## config.mk

```make
export PLATFORM = sky130hd
export DESIGN_NAME = quad_pos_counter
export DESIGN_NICKNAME = d
export VERILOG_FILES = /design/src/rtl/qd_pkg.sv /design/src/rtl/qd_rst_sync.sv /design/src/rtl/qd_sync.sv /design/src/rtl/qd_edge_dec.sv /design/src/rtl/qd_updown.sv /design/src/rtl/quad_pos_counter.sv
export SDC_FILE = /design/constraint.sdc
export NUM_CORES = 1
export LEC_CHECK = 0
export ABC_AREA = 1
export BUFFER_PORTS_ARGS = -buffer_cell sky130_fd_sc_hd__buf_2
export CORE_UTILIZATION = 37
export DETAILED_ROUTE_END_ITERATION = 7
export PLACE_DENSITY = 0.56
export SYNTH_ARGS = -nofsm -noshare
export SYNTH_HDL_FRONTEND = slang
export SYNTH_SLANG_ARGS = --single-unit
```

## constraint.sdc

```tcl
create_clock -name clk -period 1.2 [get_ports clk]
set_input_delay 0 -clock clk [delete_from_list [all_inputs] [get_ports clk]]
set_output_delay 0 -clock clk [all_outputs]
set_load 0.01 [all_outputs]
```

## src/rtl/qd_pkg.sv

```systemverilog
package qd_pkg;
  typedef enum logic [1:0] {
    STEP_NONE = 2'd0,
    STEP_UP   = 2'd1,
    STEP_DN   = 2'd2
  } step_e;
endpackage

```

## src/rtl/qd_rst_sync.sv

```systemverilog
module qd_rst_sync #(
  parameter int STAGES = 2
) (
  input  logic clk,
  input  logic rst_n,
  output logic rst_sync_n
);
  logic [STAGES-1:0] shreg_q;
  logic [STAGES-1:0] shreg_d;

  always_comb begin
    shreg_d = {shreg_q[STAGES-2:0], 1'b1};
  end

  always_ff @(posedge clk or negedge rst_n) begin
    if (!rst_n) shreg_q <= '0;
    else        shreg_q <= shreg_d;
  end

  assign rst_sync_n = shreg_q[STAGES-1];
endmodule

```

## src/rtl/qd_sync.sv

```systemverilog
module qd_sync #(
  parameter int W      = 1,
  parameter int STAGES = 2
) (
  input  logic         clk,
  input  logic         rst_n,
  input  logic [W-1:0] d,
  output logic [W-1:0] q
);
  logic [W-1:0] stage_q [STAGES];
  logic [W-1:0] stage_d [STAGES];

  always_comb begin
    stage_d[0] = d;
    for (int i = 1; i < STAGES; i++) stage_d[i] = stage_q[i-1];
  end

  always_ff @(posedge clk or negedge rst_n) begin
    if (!rst_n) begin
      for (int i = 0; i < STAGES; i++) stage_q[i] <= '0;
    end else begin
      for (int i = 0; i < STAGES; i++) stage_q[i] <= stage_d[i];
    end
  end

  assign q = stage_q[STAGES-1];
endmodule

```

## src/rtl/qd_edge_dec.sv

```systemverilog
module qd_edge_dec
  import qd_pkg::*;
(
  input  logic  clk,
  input  logic  rst_n,
  input  logic  a_s,
  input  logic  b_s,
  input  logic  dir_ext_s,
  input  logic  dir_sel_s,
  output step_e step,
  output logic  illegal
);
  logic a_prev_q, b_prev_q;
  logic err_q, err_d;
  logic edge_a, edge_b, phase_up, go_up;

  always_comb begin
    edge_a   = a_s ^ a_prev_q;
    edge_b   = b_s ^ b_prev_q;
    // A edge: up when new A matches B; B edge: up when new B differs from A
    phase_up = edge_a ? (a_s == b_s) : (b_s != a_s);
    go_up    = dir_sel_s ? dir_ext_s : phase_up;
    err_d    = edge_a & edge_b;
    if (edge_a & edge_b)      step = STEP_NONE;
    else if (edge_a | edge_b) step = go_up ? STEP_UP : STEP_DN;
    else                      step = STEP_NONE;
  end

  always_ff @(posedge clk or negedge rst_n) begin
    if (!rst_n) begin
      a_prev_q <= 1'b0;
      b_prev_q <= 1'b0;
      err_q    <= 1'b0;
    end else begin
      a_prev_q <= a_s;
      b_prev_q <= b_s;
      err_q    <= err_d;
    end
  end

  assign illegal = err_q;
endmodule

```

## src/rtl/qd_updown.sv

```systemverilog
module qd_updown
  import qd_pkg::*;
#(
  parameter int CNT_W = 12
) (
  input  logic             clk,
  input  logic             rst_n,
  input  step_e            step,
  output logic [CNT_W-1:0] cnt
);
  localparam logic [CNT_W-1:0] ONE = CNT_W'(1);

  logic [CNT_W-1:0] cnt_q, cnt_d;
  logic             cnt_en;

  always_comb begin
    cnt_en = (step != STEP_NONE);
    cnt_d  = (step == STEP_UP) ? cnt_q + ONE : cnt_q - ONE;
  end

  always_ff @(posedge clk or negedge rst_n) begin
    if (!rst_n)      cnt_q <= '0;
    else if (cnt_en) cnt_q <= cnt_d;
  end

  assign cnt = cnt_q;
endmodule

```

## src/rtl/quad_pos_counter.sv

```systemverilog
module quad_pos_counter
  import qd_pkg::*;
#(
  parameter int CNT_W       = 12,
  parameter int SYNC_STAGES = 2
) (
  input  logic             clk,
  input  logic             rst_n,
  input  logic             chan_a,
  input  logic             chan_b,
  input  logic             dir_ext,
  input  logic             dir_sel,
  output logic [CNT_W-1:0] pos_cnt,
  output logic             illegal
);
  localparam int NSIG = 4;

  logic            rst_int_n;
  logic [NSIG-1:0] raw_in, sync_in;
  step_e           step_w;

  qd_rst_sync #(.STAGES(2)) rst_i (
    .clk(clk), .rst_n(rst_n), .rst_sync_n(rst_int_n)
  );

  assign raw_in = {dir_sel, dir_ext, chan_b, chan_a};

  qd_sync #(.W(NSIG), .STAGES(SYNC_STAGES)) sync_i (
    .clk(clk), .rst_n(rst_int_n), .d(raw_in), .q(sync_in)
  );

  qd_edge_dec dec_i (
    .clk(clk), .rst_n(rst_int_n),
    .a_s(sync_in[0]), .b_s(sync_in[1]),
    .dir_ext_s(sync_in[2]), .dir_sel_s(sync_in[3]),
    .step(step_w), .illegal(illegal)
  );

  qd_updown #(.CNT_W(CNT_W)) cnt_i (
    .clk(clk), .rst_n(rst_int_n), .step(step_w), .cnt(pos_cnt)
  );
endmodule

```

# Word level (Yosys, flattened, before mapping)
# Index checks and enable logic that the tools add are counted.
op_classes:
  muxes: 6
  addsub: 2
  bitwise_logic: 4
  reduce_logical: 1
  n_eq_ne: 3
op_table:
  columns: ["cell", "count"]
  rows:
  - ["12-bit by 1-bit adder with 12-bit output (second input constant)", 1]
  - ["12-bit two-way mux", 1]
  - ["12-bit by 1-bit subtractor with 12-bit output (second input constant)", 1]
  - ["2-bit two-way mux", 3]
  - ["2-bit by 1-bit == test with 1-bit output (second input constant)", 1]
  - ["1-bit two-way mux", 2]
  - ["2-bit nonzero test", 1]
  - ["1-bit XOR", 2]
  - ["1-bit bitwise AND", 1]
  - ["1-bit == test", 1]
  - ["1-bit inequality test", 1]
  - ["1-bit bitwise OR", 1]
word_totals:
  reg_bits: 25
  input_bits: 6
  elab_cells: 23
  out_inout_bits: 13

# Logic depth before layout (Yosys ltp)
depth:
  word_depth: 8
  depth_mapped: 19
  ltp_nobuf: 19

# Modules after synthesis
# From an unflattened synthesis, not the netlist that was laid out.
unflattened:
  cells_unflattened: 209
  area_unflattened_um2: 1511.4
modules_own_cells:
  columns: ["module", "seq_area_each_um2", "n_inst", "cells_per_inst", "area_per_inst_um2"]
  rows:
  - ["qd_updown", 300.3, 1, 163, 1058.5]
  - ["qd_sync", 200.2, 1, 8, 200.2]
  - ["qd_edge_dec", 75.1, 1, 35, 198.9]
  - ["qd_rst_sync", 50.0, 1, 3, 53.8]

# Worst setup path before layout
# Ideal clock, no wire load.
synth_path:
  path_kind: "register to register"
  startpoint: "register sync_i.stage_q (netlist bit sync_i.q[1])"
  endpoint: "register cnt_i.cnt_q[5], in the netlist cnt_i.cnt[5]"
  n_path_buf: 0
  arrival_ns: 2.037
  setup_ns: 0.117
  t_required_ns: 1.083
  synth_period_minus_slack_ns: 2.155
  stages_incl_launch_ff: 16
  setup_slack_ns: -0.955
  cell_sequence: "dfrtp_1 > inv_1 > nand2_1 > nand2_1 > inv_1 > nand2_2 > nand2_4 > inv_4 > nand2_4 > ha_1 > or2_1 > nand2_1 > o21ai_0 > or2_1 > nand3_1 > nand2_1"
synth_via:
  elab_chain_len: 8
  elab_cells_between_ends: 13
  classes_between: "eq/ne: 3; mux: 6; bitwise: 3; reduce/logical: 1"
synth_lines:
  columns: ["item", "line", "rtl"]
  rows:
  - ["start, declared", "qd_sync.sv:10", "logic [W-1:0] stage_q [STAGES];"]
  - ["1-bit inequality test / 1-bit == test (equally long branches)", "qd_edge_dec.sv:21", "phase_up = edge_a ? (a_s == b_s) : (b_s != a_s);"]
  - ["1-bit two-way mux", "qd_edge_dec.sv:21", null]
  - ["1-bit two-way mux", "qd_edge_dec.sv:22", "go_up = dir_sel_s ? dir_ext_s : phase_up;"]
  - ["2-bit two-way mux (2 in series)", "qd_edge_dec.sv:25", "else if (edge_a | edge_b) step = go_up ? STEP_UP : STEP_DN;"]
  - ["2-bit two-way mux (*)", "qd_edge_dec.sv:24", "if (edge_a & edge_b) step = STEP_NONE;"]
  - ["2-bit by 1-bit == test with 1-bit output", "qd_updown.sv:18", "cnt_d = (step == STEP_UP) ? cnt_q + ONE : cnt_q - ONE;"]
  - ["12-bit two-way mux", "qd_updown.sv:18", null]
  - ["end signal, assigned", "qd_updown.sv:23", "else if (cnt_en) cnt_q <= cnt_d;"]
  - ["end, declared", "qd_updown.sv:13", "logic [CNT_W-1:0] cnt_q, cnt_d;"]
# Mark *: on every way between the ends. The rest lies on a longest branch, timed or not.
# A chain may end at the register's enable or synchronous reset.

# Final worst setup path
# Ends and elaborated chain as after synthesis.

==> flow_summary_export.csv <==
group,metric,value,unit
setup_path,cp_num_cells,15,
cells_and_area,n_antenna_cell,0,
clock_tree,clock_latency,0.28,ns
clock_tree,clk_pin_slew,0.10,ns
yosys,synthFlopType,"dfrtp_1",
timing,setup_tns,-8.88,ns
setup_path,r2r_cells,15,
power,p_leak,1.17,nW
setup_path,r2r_end,"cnt_i.cnt[5]",
floorplanning,die_h,65.6,um
yosys,yosys_warnings,0,
setup_path,rr_startpoint,"sync_i.q[1]",
floorplanning,rows,22,
setup_path,required,1.38,ns
yosys,synth_top_area_share,41.8,%
drt,drc,0,
timing,clock_skew,0.00210,ns
yosys,synth-seq-cells,25,
drt,dr.pass1.iters,4,
cells_and_area,fin_cells,303,
clock_tree,cts_buffers,3,
drt,routedWlPerCell,12.5,um
floorplanning,die_width,65.6,um
yosys,syn_nets,212,
setup_path,cp.arrival,2.30,ns
cells_and_area,drive_gt1_share,45.1,%
place,portBuffers,18,
setup_path,cp-end-kind,"flip-flop",
setup_path,critPathBufInv,3,
yosys,yosysTopAreaCell,"dfrtp_1",
floorplanning,die_area,0.00431,sq mm
drt,drt-initial-drc-count,81,
place,gp_congestion,0.833,
clock_tree,root_buffer,"clkbuf_8",
timing,setup_ws,-0.915,ns
global_routing,grt_antenna_before_repair,0,
setup_path,critical_path.max_fanout,6,
setup_path,rrSetupSlack,-0.91,ns
yosys,netlist_instances,195,
yosys,synthMostInstantiatedCell,"nand2_1",
clock_tree,ctsLongestPathBuffers,2,
timing,max_freq,473,MHz
yosys,synth_common_cells,"nand2_1 (68), inv_1 (26), dfrtp_1 (25)",
setup_path,critical_path.top_delay_family,"simple AND/OR/NAND/NOR gates",
floorplanning,ios,19,
clock_tree,cts_sinks,25,
timing,min_period,2.11,ns
timing,setup_viol,12,
yosys,synth_edf_count,0,
min_path,hold_class,"in2async",
yosys,synthTopCellsByArea,"dfrtp_1 (42%), nand2_1 (17%), ha_1 (8.4%)",
global_routing,overflow,0,
drt,viasPerCell,4.77,
global_routing,grt_pass1_wl,6.19,mm
cells_and_area,nets,273,
power,powerDensity,2800,mW/mm^2
clock_tree,h-tree-depth,1,
setup_path,timing.critical_path.to,"cnt_i.cnt[5]",
yosys,synth_area,0.00150,sq mm
setup_path,crit_path_frequent_cell,"nand2_2",
drt,vias,1446,
setup_path,crit_chain,"inv_2 -> nand2_2 -> nand2_2 -> inv_2 -> nand2_2 -> nand2_4 -> inv_8 -> nand2_8 -> ha_4 -> or2_4 -> nand2_4 -> o21ai_1 -> or2_1 -> nand3_1 -> nand2_1",
status,status,"complete, but fails checks",
power,irDropWorstVdd,1.54,mV
global_routing,grt_max_degree,17,
setup_path,slowest_delay,0.42,ns
drt,wl,3.78,mm
global_routing,grt_usage,19.0,%
global_routing,grt_pass1_vias,1357,
status,violations,"setup timing",
timing,finalCritPeriodShare,176,%
setup_path,crit_type,"reg2reg",
place,dp_cells,291,
clock_tree,cts_tree,"done",
drt,ant_nets,0,
yosys,synth_cell_types,22,
timing,rsz0062_at_grt,"yes",
run,max_cap_viol_count,0,
timing,hold_violations,0,
setup_path,cpMaxStageDelayCell,"dfrtp_1",
timing,final_max_slew_viol_count,0,
yosys,synthArstFlopShare,100,%
floorplanning,start_util,39.7,%
place,hpwl,2.61,mm
setup_path,cp-start-kind,"flip-flop",
cells_and_area,syn2layout_area_growth,55.8,%
floorplanning,core_area,0.00377,sq mm
yosys,ys_seq_area_share,41.8,%
yosys,synth.avg_cell_area,7.68,sq um
setup_path,startpoint,"sync_i.q[1]",
## metal layers
layer  up-vias  global-route usage, %  routed length [um]
met2        25                   30.6                1910
met5         -                      0                   0
li1        731                      -                   -
met3         4                   3.13                 116
met1       686                   25.2                1700
met4         0                   7.34                  52
## metrics by stage
| step | hold WS (ns) | power (mW) | instance area, sq um | util [%] | setup WS, ns |
|---|---|---|---|---|---|
| floorplan | -0.296 | 3.54 | 1580 | - | -0.841 |
| global placement | -0.215 | 4.81 | 1960 | 52.0 | -0.895 |
| detailed placement | -0.214 | 4.89 | 1960 | 52.0 | -0.963 |
| CTS | 0.0123 | 5.95 | 2180 | 57.9 | -0.918 |
| global route | 0.0335 | 7.09 | 2330 | 61.9 | -1.08 |
| finish | 0.00899 | 6.54 | 2330 | 61.9 | -0.915 |
## worst min-delay path by stage
stage	start	end	slack [ns]	cells past startpoint
after floorplan	rst_n	rst_i.shreg_q[0]	-0.30	0
after global placement	rst_n	rst_i.shreg_q[0]	-0.21	1
after detailed placement	rst_n	rst_i.shreg_q[0]	-0.21	1
after CTS	rst_n	rst_i.shreg_q[0]	0.01	2
after global routing	rst_n	rst_i.shreg_q[1]	0.03	2
final	rst_n	rst_i.shreg_q[0]	0.009	2
## layout make-up
class,instances,area [sq um]
sequential,25,626
multi-input combinational,143,1090
fill,317,1440
clock buffer,3,41.3
clock inverter,1,8.76
tap,48,60.1
timing repair buffer,56,403
inverter,27,109
## worst reg2reg max path, delay by kind of cell (launching register included)
| kind | cells | cell delay, ns |
|---|---|---|
| buffers and inverters | 3 | 0.20 |
| AOI/OAI and AO/OA | 1 | 0.07 |
| and+or+nand+nor | 10 | 1.04 |
| DFF | 1 | 0.42 |
| adders and majority gates | 1 | 0.29 |
## power breakdown
part	total, mW	switching [mW]	internal [mW]
Sequential	1.34	0.253	1.08
Clock	0.557	0.313	0.244
Combinational	4.65	2.37	2.28
Total	6.54	2.93	3.61
## flip-flops by register name, summed over array words and instances, names as in the netlist
signal          flops
cnt_i.cnt          12
sync_i.q            4
sync_i.stage_d      4
rst_i.shreg_q       2
dec_i.a_prev_q      1
dec_i.b_prev_q      1
dec_i.illegal       1
## cell usage in the layout (no fill, tap or decap), types with 2 or more instances in the layout
cell | Yosys | routed
buf_6 | 0 | 4
nand3_2 | 0 | 5
inv_2 | 0 | 5
buf_2 | 0 | 18
xor2_1 | 3 | 3
nand2_4 | 2 | 4
clkbuf_8 | 0 | 3
dfrtp_1 | 25 | 25
a21oi_2 | 0 | 5
nand4_1 | 2 | 2
o21ai_1 | 0 | 5
nor2_1 | 9 | 2
nand2_1 | 68 | 55
buf_4 | 1 | 29
nor2_4 | 0 | 2
ha_4 | 0 | 10
dlygate4sd3_1 | 0 | 5
xnor2_1 | 4 | 3
nor2_2 | 0 | 5
nand3_4 | 0 | 2
nand2_2 | 3 | 13
nand3_1 | 21 | 14
nand2_8 | 0 | 2
inv_1 | 26 | 21
## kinds of logic (layout without fill, tap and decap cells)
| group | Yosys count | in the layout | synth area share, % |
|---|---|---|---|
| and+or+nand+nor | 110 | 111 | 32.1 |
| buffers and inverters | 28 | 87 | 7.44 |
| DFF | 25 | 25 | 41.8 |
| AOI/OAI and AO/OA | 13 | 13 | 4.68 |
| adders and majority gates | 11 | 11 | 9.69 |
| xor gates and xnor gates | 7 | 7 | 4.09 |
| other | 1 | 1 | 0.250 |
## repair_timing
action,4_1_cts,5_1_grt
hold buffers,5,0
gates cloned,1,0
endpoints found under the hold margin,6,0
pin swaps,14,16
buffers inserted,1,1
endpoints found under the setup margin,12,12
gates resized for setup,28,34
Power figures use the tool's default switching activity.
